`config.mk`:
```
export PLATFORM = sky130hd
export DESIGN_NAME = bscan_mixed_reg
export DESIGN_NICKNAME = d
export VERILOG_FILES = /design/src/rtl/bsr_pkg.sv /design/src/rtl/bsr_obs_cell.sv /design/src/rtl/bsr_gen_cell.sv /design/src/rtl/bsr_pin_group.sv /design/src/rtl/bscan_mixed_reg.sv
export SDC_FILE = /design/constraint.sdc
export NUM_CORES = 1
export LEC_CHECK = 0
export ABC_AREA = 1
export BUFFER_PORTS_ARGS = -buffer_cell sky130_fd_sc_hd__buf_4
export CAP_MARGIN = 20
export CELL_PAD_IN_SITES_DETAIL_PLACEMENT = 2
export CELL_PAD_IN_SITES_GLOBAL_PLACEMENT = 2
export CORE_MARGIN = 1.5
export CORE_UTILIZATION = 25
export CTS_CLUSTER_SIZE = 40
export DETAILED_ROUTE_END_ITERATION = 10
export PLACE_DENSITY = 0.84
export SYNTH_ARGS = -nofsm -noshare
export SYNTH_HDL_FRONTEND = slang
export SYNTH_HIERARCHICAL = 1
export SYNTH_SLANG_ARGS = --single-unit
```
`constraint.sdc`:
```
create_clock -name clk -period 0.8 [get_ports clk]
set_input_delay 0.16 -clock clk [delete_from_list [all_inputs] [get_ports clk]]
set_output_delay 0.16 -clock clk [all_outputs]
set_load 0.05 [all_outputs]
```
`src/rtl/bsr_pkg.sv`:
```
package bsr_pkg;

    localparam int MAX_GRP = 32;

    // Group kinds; each occupies a 3-bit slot of the layout map
    typedef enum logic [2:0] {
        GRP_SKIP = 3'd0,   // pin reserved for the test port, no cells
        GRP_OBS  = 3'd1,   // single observe-only cell
        GRP_GEN  = 3'd2,   // single general cell
        GRP_OSC  = 3'd3,   // observe-only clock cell, then general enable cell
        GRP_PIN  = 3'd4    // data, output enable, pull-up enable
    } grp_e;

    typedef logic [3*MAX_GRP-1:0] grp_map_t;

    typedef struct packed {
        logic shift;
        logic clock;
        logic update;
        logic extest;
    } bsr_ctl_t;

    function automatic grp_e grp_at(grp_map_t m, int idx);
        return grp_e'(m[3*idx +: 3]);
    endfunction

    function automatic int grp_width(grp_e g);
        case (g)
            GRP_OBS: return 1;
            GRP_GEN: return 1;
            GRP_OSC: return 2;
            GRP_PIN: return 3;
            default: return 0;
        endcase
    endfunction

    function automatic int grp_base(grp_map_t m, int idx);
        int s;
        s = 0;
        for (int k = 0; k < MAX_GRP; k++)
            if (k < idx) s += grp_width(grp_at(m, k));
        return s;
    endfunction

endpackage

```
`src/rtl/bsr_obs_cell.sv`:
```
module bsr_obs_cell
    import bsr_pkg::*;
(
    input  logic     clk,
    input  logic     rst,
    input  bsr_ctl_t ctl,
    input  logic     func_i,
    input  logic     prev_i,
    output logic     q_o,
    output logic     func_o
);
    logic cap_q;

    always_ff @(posedge clk) begin
        if (rst)
            cap_q <= 1'b0;
        else if (ctl.clock)
            cap_q <= ctl.shift ? prev_i : func_i;
    end

    assign q_o    = cap_q;
    assign func_o = func_i;

    a_r4_obs_hold: assert property (@(posedge clk) disable iff (rst)
        !ctl.clock |=> $stable(cap_q));

    a_r3_obs_shift: assert property (@(posedge clk) disable iff (rst)
        (ctl.clock && ctl.shift) |=> (cap_q == $past(prev_i)));

endmodule

```
`src/rtl/bsr_gen_cell.sv`:
```
module bsr_gen_cell
    import bsr_pkg::*;
(
    input  logic     clk,
    input  logic     rst,
    input  bsr_ctl_t ctl,
    input  logic     func_i,
    input  logic     prev_i,
    output logic     q_o,
    output logic     func_o
);
    logic cap_q;
    logic upd_q;

    always_ff @(posedge clk) begin
        if (rst) begin
            cap_q <= 1'b0;
            upd_q <= 1'b0;
        end else begin
            if (ctl.clock)
                cap_q <= ctl.shift ? prev_i : func_i;
            if (ctl.update)
                upd_q <= cap_q;
        end
    end

    assign q_o    = cap_q;
    assign func_o = ctl.extest ? upd_q : func_i;

    a_r2_capture: assert property (@(posedge clk) disable iff (rst)
        (ctl.clock && !ctl.shift) |=> (cap_q == $past(func_i)));

    a_r3_shift: assert property (@(posedge clk) disable iff (rst)
        (ctl.clock && ctl.shift) |=> (cap_q == $past(prev_i)));

    a_r4_hold: assert property (@(posedge clk) disable iff (rst)
        !ctl.clock |=> $stable(cap_q));

    a_r5_latch_hold: assert property (@(posedge clk) disable iff (rst)
        !ctl.update |=> $stable(upd_q));

    a_r9_update_pre_edge: assert property (@(posedge clk) disable iff (rst)
        ctl.update |=> (upd_q == $past(cap_q)));

endmodule

```
`src/rtl/bsr_pin_group.sv`:
```
module bsr_pin_group
    import bsr_pkg::*;
(
    input  logic       clk,
    input  logic       rst,
    input  bsr_ctl_t   ctl,
    input  logic [2:0] func_i,   // [0] data, [1] output enable, [2] pull-up enable
    input  logic       prev_i,
    output logic [2:0] q_o,
    output logic [2:0] func_o
);
    logic [3:0] link;

    assign link[3] = prev_i;

    for (genvar k = 0; k < 3; k++) begin : g_bit
        bsr_gen_cell u_cell (
            .clk    (clk),
            .rst    (rst),
            .ctl    (ctl),
            .func_i (func_i[k]),
            .prev_i (link[k+1]),
            .q_o    (link[k]),
            .func_o (func_o[k])
        );
    end

    assign q_o = link[2:0];

endmodule

```
`src/rtl/bscan_mixed_reg.sv`:
```
module bscan_mixed_reg
    import bsr_pkg::*;
#(
    parameter int       N_GRP   = 6,
    parameter grp_map_t GRP_MAP = grp_map_t'(18'b010_100_001_000_011_100),
    parameter int       N_ANA   = 4,
    localparam int      ANA_BASE = grp_base(GRP_MAP, N_GRP),
    localparam int      LEN      = ANA_BASE + N_ANA
) (
    input  logic           clk,
    input  logic           rst,
    input  logic           tdi,
    input  logic           shift_dr,
    input  logic           clock_dr,
    input  logic           update_dr,
    input  logic           extest,
    input  logic [LEN-1:0] func_in,
    output logic [LEN-1:0] func_out,
    output logic           tdo
);
    bsr_ctl_t     ctl;
    logic [LEN:0] chain;   // chain[i] = capture flop of bit i, chain[LEN] = tdi

    assign ctl.shift  = shift_dr;
    assign ctl.clock  = clock_dr;
    assign ctl.update = update_dr;
    assign ctl.extest = extest;

    assign chain[LEN] = tdi;
    assign tdo        = chain[0];

    for (genvar g = 0; g < N_GRP; g++) begin : g_grp
        localparam grp_e KIND = grp_at(GRP_MAP, g);
        localparam int   BASE = grp_base(GRP_MAP, g);

        if (KIND == GRP_OBS) begin : g_obs
            bsr_obs_cell u_obs (
                .clk(clk), .rst(rst), .ctl(ctl),
                .func_i(func_in[BASE]), .prev_i(chain[BASE+1]),
                .q_o(chain[BASE]), .func_o(func_out[BASE])
            );
        end else if (KIND == GRP_GEN) begin : g_gen
            bsr_gen_cell u_gen (
                .clk(clk), .rst(rst), .ctl(ctl),
                .func_i(func_in[BASE]), .prev_i(chain[BASE+1]),
                .q_o(chain[BASE]), .func_o(func_out[BASE])
            );
        end else if (KIND == GRP_OSC) begin : g_osc
            // clock line is watched only; the enable can be forced
            bsr_obs_cell u_clk (
                .clk(clk), .rst(rst), .ctl(ctl),
                .func_i(func_in[BASE]), .prev_i(chain[BASE+1]),
                .q_o(chain[BASE]), .func_o(func_out[BASE])
            );
            bsr_gen_cell u_en (
                .clk(clk), .rst(rst), .ctl(ctl),
                .func_i(func_in[BASE+1]), .prev_i(chain[BASE+2]),
                .q_o(chain[BASE+1]), .func_o(func_out[BASE+1])
            );
        end else if (KIND == GRP_PIN) begin : g_pin
            bsr_pin_group u_pin (
                .clk(clk), .rst(rst), .ctl(ctl),
                .func_i(func_in[BASE +: 3]), .prev_i(chain[BASE+3]),
                .q_o(chain[BASE +: 3]), .func_o(func_out[BASE +: 3])
            );
        end
    end

    // analog controls always occupy the top of the chain
    for (genvar a = 0; a < N_ANA; a++) begin : g_ana
        bsr_gen_cell u_ana (
            .clk(clk), .rst(rst), .ctl(ctl),
            .func_i(func_in[ANA_BASE+a]), .prev_i(chain[ANA_BASE+a+1]),
            .q_o(chain[ANA_BASE+a]), .func_o(func_out[ANA_BASE+a])
        );
    end

    a_r1_reset_clears: assert property (@(posedge clk)
        rst |=> (tdo == 1'b0));

    a_r4_tdo_hold: assert property (@(posedge clk) disable iff (rst)
        !clock_dr |=> $stable(tdo));

endmodule

```
# Word level (Yosys, flattened, before mapping)
# Index checks and enable logic that the tools add are counted.
# totals
output_inout_bits,15
word_cells,52
ff_bits,26
input_bits,21
# classes
n_mux,26
# ops
operator,count
two-way mux 1 bit,26

# Depth between registers and ports, before layout
# Gate-level depths: netlist of the first run.
# logic_depth
ltp_word,1
mapped_depth,5
mapped_depth_nobuf,5

# Cells and area by module
# The synthesis of the first run kept the hierarchy.
# modules_own_cells
mod,cells_per_inst,n_inst,area_per_inst_um2,seq_area_each_um2
bsr_gen_cell,17,12,100.1,40.0
bsr_obs_cell,10,2,58.8,20.0

# Worst setup path before layout of the first run
# Ideal clock, no wire load.
# synth_path
path_kind,input to output
from,input func_in[0]
to,output func_out[0]
n_path_buf,0
slack_ns,-0.625
required_ns,0.640
arrival_ns,1.265
stages,2
path_cell_list,inv_1 o21ai_0
# synth_via
elab_chain_cells,1
# synth_rtl
item,line,source
from (decl),bscan_mixed_reg.sv:17,"input logic [LEN-1:0] func_in,"
two-way mux 1 bit,bsr_gen_cell.sv:28,assign func_o = ctl.extest ? upd_q : func_i;
to (decl),bscan_mixed_reg.sv:18,"output logic [LEN-1:0] func_out,"
# No other way between the ends.

# Final worst setup path of the first run
# layout_path
from,register g_grp[4].g_pin.u_pin.g_bit[1].u_cell.upd_q
to,output func_out[7]
# layout_via
elab_chain_cells,1
# layout_rtl
item,line,source
from (decl),bsr_gen_cell.sv:13,logic upd_q;
from (signal assigned),bsr_gen_cell.sv:23,upd_q <= cap_q;
two-way mux 1 bit,bsr_gen_cell.sv:28,
# No other way between the ends.

==> results_dict.tcl, run 1 <==
set metrics [dict create \
    status "finished with violations" \
    failed_checks "negative setup slack" \
    crit_required_ps 640 \
    cts_sinks 26 \
    area_growth_pct 46.3 \
    hold_end "g_ana[3].u_ana/q_o$_SDFFE_PP0P_" \
    row_count 26 \
    synth-xor-area-share_pct 0 \
    finalClockSkew_ps 3.24 \
    synth_top_family_by_area "simple AND/OR/NAND/NOR gates" \
    nNetsFinal 291 \
    min_path_cells 5 \
    worstPathMaxFanout 2 \
    slew_headroom_pct 75.3 \
    clock_latency_ps 270 \
    timing.hold.ws_ps 179 \
    synth_adder_area_share_pct 0 \
    met3WireLength_um 101 \
    syn_avg_cell_area_um2 5.89 \
    drt-met1-wl_um 1860 \
    p_int_mw 2.13 \
    seqCellArea_um2 537 \
    drive_above_1_share_pct 28.6 \
    htreeDepth 1 \
    cts.root.buffer_cell "clkbuf_8" \
    power_density_nw_per_um2 1600 \
    grt_pass1_wl_um 6380 \
    synth_warnings 6 \
    worstPathArrival_ps 920 \
    drc 0 \
    grt_start_max_net_pins 29 \
    min_period_over_period_pct 134 \
    worstReg2RegEnd "g_grp[0].g_pin.u_pin/g_bit[0].u_cell/q_o$_SDFFE_PP0P_" \
    worstSetupPathType "register to output pin" \
    port_buffers 35 \
    place_hpwl_um 2780 \
    synth-seq-cells 26 \
    antenna_found_initial 0 \
    die_x_um 75.6 \
    rsz0062_at_grt "true" \
    muxShareOfSynthArea_pct 0 \
    topRoutingLayerUsed "met4" \
    max_stage_delay_ps 360 \
    setup.worst_path.start "g_grp[4].g_pin.u_pin/g_bit[1].u_cell/upd_q$_SDFFE_PP0P_" \
    cts_buffers 3 \
    initial_core_util_pct 25.8 \
    netSwitchingPower_mw 0.962 \
    fp.dieH_um 75.6 \
    seqPwrFrac_pct 46.2 \
    path_cells "nand2_2 > o21ai_2 > buf_6" \
    die_area_um2 5720 \
    gp_congestion 0.668 \
    clk_path_buf_depth 2 \
    switching_share_pct 31.2 \
    synth-seq-area-share_pct 39.5 \
    worst_setup_path_start_kind "register" \
    multi_input_area_um2 651 \
    drv_cap 0 \
    ant_nets 0 \
    setup_violations 13 \
    p_leak_nw 1.05 \
    maxSlewViolCount 0 \
    groute.usage.overall_pct 14.6 \
    n_antenna_cell 0 \
    netlist_area_um2 1320 \
    synth.net_count 245 \
    fin_crit_ps 1080 \
    avgViaCountPerCell 4.34 \
    grt_overflow 0 \
    vias 1471 \
    synth-simple-area-share_pct 35.5 \
    wl_met2_um 2000 \
    hold_start "tdi" \
    cp-end-kind "output pin" \
    coreArea_um2 5110 \
    hold_viol 0 \
    postSynthCellCount 224 \
    power.share.combinational_pct 25.9 \
    drt_iter0_drc 73 \
    peakVddDrop_uv 573 \
    ioPinCount 36 \
    worst_pin_slew_ps 371 \
    reg2reg_depth 5 \
    routed_wl_um 3980 \
    clk_pin_slew_worst_paths_ps 90 \
    power.total_mw 3.09 \
    n_fill_cell 643 \
    rr_startpoint "g_grp[0].g_pin.u_pin/g_bit[0].u_cell/q_o$_SDFFE_PP0P_" \
    ys_types 8 \
    synth-compound-area-share_pct 9.11 \
    p_clk_share_pct 27.9 \
    firstDrtPassIters 4 \
    cpMaxStageDelayCell "dfxtp_2" \
    fmax_mhz 929 \
    hp-class "primary input to register" \
    cts_tree "done" \
    finalWorstSetupSlack_ps -276 \
    grt_pass1_vias 1458 \
    rrSetupSlack_ps 30 \
    wl_per_cell_um 11.7 \
]
## metrics by stage
stage | setup TNS, ps | cell area [um2] | setup WS (ps) | cells | utilization, %
4_1_cts | -3480 | 1900 | -289 | 337 | 37.2
5_1_grt | -3970 | 1930 | -328 | 339 | 37.8
3_3_place_gp | -3000 | 1740 | -218 | 329 | 34.1
2_1_floorplan | 0 | 1370 | 13.3 | 224 | -
3_5_place_dp | -3700 | 1740 | -261 | 329 | 34.1
6_report | -3350 | 1930 | -276 | 339 | 37.8
## power by group through the flow
stage	combinational [mW]	clock [mW]	sequential, mW
2_1_floorplan	0.406	0	1.45
3_3_place_gp	0.714	0	1.45
3_5_place_dp	0.744	0	1.45
4_1_cts	0.803	0.890	1.42
5_1_grt	0.883	0.943	1.43
6_report	0.800	0.862	1.42
## final cells by class
type / count / area share [%]
multi-input cells: 144 / 33.7
well taps: 70 / 4.54
flip-flops and latches: 26 / 27.8
repair buffers: 43 / 20.9
inverters: 52 / 10.1
clock buffers: 4 / 2.85
## cells in the final DEF (no fill, tap or decap), drive strengths merged
master / n
a21oi: 12
buf: 43
clkbuf: 4
dfxtp: 26
inv: 52
nand2: 78
nand3: 14
nor2: 28
o21ai: 12
## cells in the mapped netlist
cell type  count  area [um2]
dfxtp_1       26         521
inv_1         52         195
nor2_1        28         105
buf_4          2        15.0
nand3_1       14        70.1
nand2_1       78         293
a21oi_1       12        60.1
o21ai_0       12        60.1
## metal layers
layer	vias up	global-route usage (%)
li1	751	-
met1	699	18.1
met2	19	26.7
met3	2	1.59
met4	0	4.17
met5	-	0
## how the worst max path moves through the flow
stage / endpoint
floorplan: func_out[0]
global placement: func_out[0]
detailed placement: func_out[10]
CTS: func_out[4]
global route: func_out[2]
finish: func_out[7]
## worst max-delay path, delay by kind of cell, from the launching register on
kind                   cells  cell delay (ps)
DFF                        1              360
buffers and inverters      1              170
AOI/OAI and AO/OA          1               70
and+or+nand+nor            1               50
## sequential cells by signal (all words and copies together), names as in the netlist
signal / count
g_grp.g_obs.u_obs/q_o: 1
g_grp.g_osc.u_clk/q_o: 1
g_ana.u_ana/q_o: 4
g_grp.g_pin.u_pin/g_bit.u_cell/q_o: 6
g_grp.g_gen.u_gen/q_o: 1
g_grp.g_gen.u_gen/upd_q: 1
g_ana.u_ana/upd_q: 4
g_grp.g_pin.u_pin/g_bit.u_cell/upd_q: 6
g_grp.g_osc.u_en/q_o: 1
g_grp.g_osc.u_en/upd_q: 1
## timing repair
action | 4_1_cts | 5_1_grt
setup endpoints to repair | 13 | 14
gates cloned | 0 | 0
buffers inserted | 4 | 2
resized for setup | 29 | 4
pin swaps | 2 | 1
hold buffers | 0 | 0
## cells by family (layout without fill, tap and decap cells)
group	count (synthesis)	in the layout
buffers and inverters	54	99
flip-flops	26	26
AO/OA/AOI/OAI	24	24
AND/OR/NAND/NOR	120	120
Note: power is estimated with default switching activity, not from simulation.
==> run 2, diff against run 1 <==
--- a/config.mk
+++ b/config.mk
@@ -15,6 +15,7 @@
 export CTS_CLUSTER_SIZE = 40
 export DETAILED_ROUTE_END_ITERATION = 10
 export PLACE_DENSITY = 0.84
+export REMOVE_ABC_BUFFERS = 1
 export SYNTH_ARGS = -nofsm -noshare
 export SYNTH_HDL_FRONTEND = slang
 export SYNTH_HIERARCHICAL = 1
==> run 2 against run 1 <==
Effect of this change: the flow still finishes with violations (negative setup slack); sequential share of layout area is essentially flat; sequential power about the same; die area unchanged; sequential cell count unchanged; combinational power about the same; wire length increased by 1.8%; register-to-register slack worse by 20 ps; power increased by 8.3%; highest routed layer unchanged.
==> results_dict.tcl, run 2 (synthesized netlist as in run 1, its figures left out) <==
set metrics [dict create \
    status "finished with violations" \
    failed_checks "negative setup slack" \
    antenna_found_initial 0 \
    cts.root.buffer_cell "clkbuf_8" \
    drt-met1-wl_um 1830 \
    port_buffers 35 \
    worstPathMaxFanout 2 \
    cts_buffers 3 \
    worst_setup_path_start_kind "register" \
    initial_core_util_pct 25.8 \
    drive_above_1_share_pct 30.5 \
    clk_path_buf_depth 2 \
    fmax_mhz 892 \
    hold_viol 0 \
    power_density_nw_per_um2 1720 \
    cts_tree "done" \
    topRoutingLayerUsed "met4" \
    ioPinCount 36 \
    power.share.combinational_pct 24.0 \
    routed_wl_um 4050 \
    avgViaCountPerCell 4.34 \
    final_cells 336 \
    timing.hold.ws_ps 169 \
    firstDrtPassIters 4 \
    row_count 26 \
    switching_share_pct 29.7 \
    vias 1458 \
    min_period_over_period_pct 140 \
    ant_nets 0 \
    area_growth_pct 47.2 \
    setup.worst_path.start "g_grp[4].g_pin.u_pin/g_bit[1].u_cell/upd_q$_SDFFE_PP0P_" \
    fp.dieH_um 75.6 \
    slew_headroom_pct 75.4 \
    place_hpwl_um 2600 \
    n_antenna_cell 0 \
    setup_violations 13 \
    worstPathArrival_ps 960 \
    drt_iter0_drc 21 \
    grt_overflow 0 \
    post-route-util_pct 38.0 \
    grt_pass1_vias 1413 \
    hp-class "primary input to register" \
    rsz0062_at_grt "true" \
    grt_pass1_wl_um 6480 \
    final_common_cell "nand2_1" \
    gp_congestion 0.689 \
    drv_cap 0 \
    wl_per_cell_um 12.1 \
    grt_start_max_net_pins 29 \
    clk_pin_slew_worst_paths_ps 100 \
    rr_startpoint "g_grp[4].g_pin.u_pin/g_bit[1].u_cell/upd_q$_SDFFE_PP0P_" \
    worstSetupPathType "register to output pin" \
    place_inst 330 \
    worst_pin_slew_ps 370 \
    peakVddDrop_uv 1050 \
    finalWorstSetupSlack_ps -321 \
    hold_buffers 0 \
    nNetsFinal 288 \
    die_x_um 75.6 \
    hold_start "func_in[8]" \
    met3WireLength_um 116 \
    cp-end-kind "output pin" \
    groute.usage.overall_pct 15.0 \
    die_area_um2 5720 \
    drc 0 \
    wl_met2_um 2080 \
    fin_crit_ps 1120 \
    seqPwrFrac_pct 42.6 \
    crit_required_ps 640 \
    p_clk_share_pct 33.4 \
    p_leak_nw 1.04 \
    cts_sinks 26 \
    maxSlewViolCount 0 \
    coreArea_um2 5110 \
    finalClockSkew_ps 9.31 \
    htreeDepth 1 \
    p_int_mw 2.35 \
    clock_latency_ps 280 \
    layout_common_cells "nand2_1 (72), inv_1 (52), nor2_1 (26), buf_4 (24), dfxtp_2 (15)" \
    netSwitchingPower_mw 0.992 \
]
## run 2: changes by cell type in the layout (fill, tap and decap cells not counted), sizes merged
cell    delta
bufinv     +1
buf        -3
clkbuf     -1
## run 2: worst max-delay path, cell delays in order (launching register included)
cell,delay [ps]
dfxtp_2,350
nand2_2,50
o21ai_2,100
buf_6,180
## run 2: power by group through the flow
| stage | clock network (mW) | registers, mW | logic (mW) |
|---|---|---|---|
| global route | 1.23 | 1.44 | 0.888 |
| detailed placement | 0 | 1.44 | 0.710 |
| floorplan | 0 | 1.44 | 0.354 |
| finish | 1.12 | 1.42 | 0.802 |
| global placement | 0 | 1.44 | 0.688 |
| CTS | 1.15 | 1.42 | 0.761 |
## run 2: path summary, 6_finish.rpt
check,end,slack [ps],depth (start not counted)
min reg2reg,g_ana[0].u_ana/upd_q$_SDFFE_PP0P_,470,2
max,func_out[7],-320,3
max reg2reg,g_grp[4].g_pin.u_pin/g_bit[1].u_cell/upd_q$_SDFFE_PP0P_,10,4
min,g_grp[4].g_pin.u_pin/g_bit[2].u_cell/q_o$_SDFFE_PP0P_,170,5
## run 2: stage by stage
step	instance area, um2	setup TNS [ps]	setup slack [ps]	total power, mW
detailed placement	1700	-2090	-235	2.15
global placement	1700	-1910	-230	2.13
finish	1940	-3580	-321	3.34
global route	1940	-4330	-364	3.55
floorplan	1300	-7770	-625	1.80
CTS	1850	-3920	-329	3.34
## run 2: per-layer routing
layer	vias to the layer above	track usage, %
met5	-	0
met4	0	2.98
met3	4	3.17
met2	24	27.4
met1	685	18.1
li1	745	-
## run 2: cell type report
type / count / area [um2]
Clock inverter: 1 / 30.0
Clock buffer: 3 / 41.3
Multi-Input combinational cell: 144 / 666
Sequential cell: 26 / 539
Tap cell: 70 / 87.6
Inverter: 52 / 195
Fill cell: 636 / 3170
Timing Repair Buffer: 40 / 382
## run 2: repair_timing
item | 4_1_cts | 5_1_grt
pin swaps | 2 | 5
gates resized for setup | 34 | 31
endpoints found under the setup margin | 13 | 17
setup buffers | 1 | 1
==> run 3, diff against run 2 <==
--- a/config.mk
+++ b/config.mk
@@ -10,6 +10,7 @@
 export CAP_MARGIN = 20
 export CELL_PAD_IN_SITES_DETAIL_PLACEMENT = 2
 export CELL_PAD_IN_SITES_GLOBAL_PLACEMENT = 2
+export CORE_ASPECT_RATIO = 0.6
 export CORE_MARGIN = 1.5
 export CORE_UTILIZATION = 25
 export CTS_CLUSTER_SIZE = 40
==> run 3 against run 2 <==
Effect of this change: clock power is essentially flat; via count shrank 0.89%; power grew 0.25%; hold slack gained 6.8 ps; highest routed layer unchanged; fmax grew 0.94%; count of clock-buffer cells in the layout is the same; die area grew 0.25%; the flow still finishes with violations (negative setup slack); clock skew shrank 4.5 ps; wire length shrank 2.2%; sequential share of layout area grew 0.20 points.
==> results_dict.tcl, run 3 (synthesized netlist as in run 1, its figures left out) <==
set metrics [dict create \
    power_density_nw_per_um2 1740 \
    peakVddDrop_uv 794 \
    cts_buffers 3 \
    hold_viol 0 \
    port_buffers 35 \
    worst_setup_path_start_kind "register" \
    p_clk_share_pct 33.8 \
    die_x_um 96.8 \
    status "finished with violations" \
    fmax_mhz 900 \
    final_common_cell "nand2_1" \
    finalWorstSetupSlack_ps -311 \
    cts_sinks 26 \
    maxSlewViolCount 0 \
    worstReg2RegEnd "g_grp[0].g_pin.u_pin/g_bit[0].u_cell/q_o$_SDFFE_PP0P_" \
    vias 1445 \
    drt_iter0_drc 17 \
    setup_violations 13 \
    finalClockSkew_ps 4.81 \
    finalSetupTns_ps -3630 \
    n_antenna_cell 0 \
    power.share.combinational_pct 23.8 \
    fp.dieH_um 59.3 \
    clk_pin_slew_worst_paths_ps 100 \
    hold_start "func_in[11]" \
    row_count 20 \
    reg2reg_depth 5 \
    seqPwrFrac_pct 42.4 \
    hold_end "g_ana[1].u_ana/q_o$_SDFFE_PP0P_" \
    avgViaCountPerCell 4.33 \
    place_hpwl_um 2860 \
    cts_tree "done" \
    grt_pass1_vias 1492 \
    netSwitchingPower_mw 0.994 \
    crit_required_ps 640 \
    worstSetupPathType "register to output pin" \
    rsz0062_at_grt "true" \
    switching_share_pct 29.7 \
    hp-class "primary input to register" \
    layout_common_cells "nand2_1 (75), inv_1 (52), nor2_1 (27), buf_4 (25), nand3_1 (14)" \
    min_period_over_period_pct 139 \
    rrSetupSlack_ps 30 \
    p_leak_nw 1.05 \
    initial_core_util_pct 26.0 \
    clock_latency_ps 280 \
    p_int_mw 2.36 \
    nNetsFinal 290 \
    fin_crit_ps 1110 \
    grt_pass1_wl_um 6810 \
    grt_overflow 0 \
    slew_headroom_pct 79.0 \
    cp-end-kind "output pin" \
    wl_per_cell_um 11.9 \
    drv_cap 0 \
    gp_congestion 0.708 \
    cts.root.buffer_cell "clkbuf_8" \
    drc 0 \
    drive_above_1_share_pct 26.1 \
    min_path_cells 5 \
    groute.usage.overall_pct 15.1 \
    htreeDepth 1 \
    ant_nets 0 \
    power.total_mw 3.35 \
    grt_start_max_net_pins 27 \
    clk_path_buf_depth 2 \
    rr_startpoint "g_grp[0].g_pin.u_pin/g_bit[0].u_cell/q_o$_SDFFE_PP0P_" \
    ioPinCount 36 \
    die_area_um2 5730 \
    failed_checks "negative setup slack" \
    antenna_found_initial 0 \
    worst_pin_slew_ps 315 \
    routed_wl_um 3960 \
    area_growth_pct 46.1 \
    worstPathMaxFanout 2 \
    worstPathArrival_ps 950 \
    firstDrtPassIters 4 \
    coreArea_um2 5080 \
]
==> run 3: cell count changes in the layout (fill, tap and decap cells not counted), moves of 2 or more <==
cell,before,now
o21ai_1,0,5
nand2_2,6,3
dfxtp_1,11,13
a21oi_1,10,12
o21ai_2,12,7
dfxtp_2,15,12
a21oi_2,2,0
nand2_1,72,75
==> run 3: per-layer routing <==
layer  share of wire, %  vias up  GRT usage (%)
li1                   -      747              -
met2                 45       27           26.2
met5                  0        -              0
met1                 51      669           20.0
met3                3.9        2           3.30
met4               0.40        0           2.48
==> run 3: final cells by class <==
type / count / area (um2)
Clock inverter: 1 / 30.0
Timing Repair Buffer: 42 / 409
Clock buffer: 3 / 41.3
Multi-Input combinational cell: 144 / 629
Inverter: 52 / 195
Sequential cell: 26 / 539
Tap cell: 66 / 82.6
Fill cell: 625 / 3150
==> run 3: worst max path at each step <==
| stage | to | depth (start not counted) | start | slack (ps) |
|---|---|---|---|---|
| 2_1_floorplan | func_out[0] | 2 | func_in[0] | -630 |
| 3_3_place_gp | func_out[4] | 3 | extest | -170 |
| 3_5_place_dp | func_out[4] | 3 | extest | -180 |
| 4_1_cts | func_out[8] | 3 | g_grp[4].g_pin.u_pin/g_bit[2].u_cell/upd_q$_SDFFE_PP0P_ | -330 |
| 5_1_grt | func_out[8] | 3 | g_grp[4].g_pin.u_pin/g_bit[2].u_cell/upd_q$_SDFFE_PP0P_ | -350 |
| 6_report | func_out[4] | 3 | g_grp[1].g_osc.u_en/upd_q$_SDFFE_PP0P_ | -310 |
==> run 3: power by group through the flow <==
| stage | registers (mW) | clock network, mW | logic [mW] |
|---|---|---|---|
| global placement | 1.44 | 0 | 0.707 |
| finish | 1.42 | 1.13 | 0.797 |
| detailed placement | 1.45 | 0 | 0.729 |
| floorplan | 1.44 | 0 | 0.354 |
| CTS | 1.42 | 1.16 | 0.766 |
| global route | 1.44 | 1.21 | 0.881 |
==> run 3: worst max-delay path, cell delays in order (launching register included) <==
cell	delay, ps
dfxtp_2	370
nand2_2	50
o21ai_2	70
buf_6	180
==> run 3: through the flow <==
| step | hold slack (ps) | setup slack, ps | util [%] | cells | area (um2) |
|---|---|---|---|---|---|
| after floorplan | 229 | -625 | - | 222 | 1300 |
| after global placement | 451 | -166 | 33.9 | 328 | 1720 |
| after detailed placement | 456 | -181 | 33.9 | 328 | 1720 |
| after CTS | 174 | -330 | 36.5 | 334 | 1860 |
| after global routing | 208 | -353 | 37.9 | 334 | 1930 |
| final | 175 | -311 | 37.9 | 334 | 1930 |
==> run 3: repair_timing <==
item,4_1_cts,5_1_grt
pin swaps,2,1
endpoints found under the setup margin,13,14
gates resized for setup,27,26
hold buffers,0,0
setup buffers,2,0
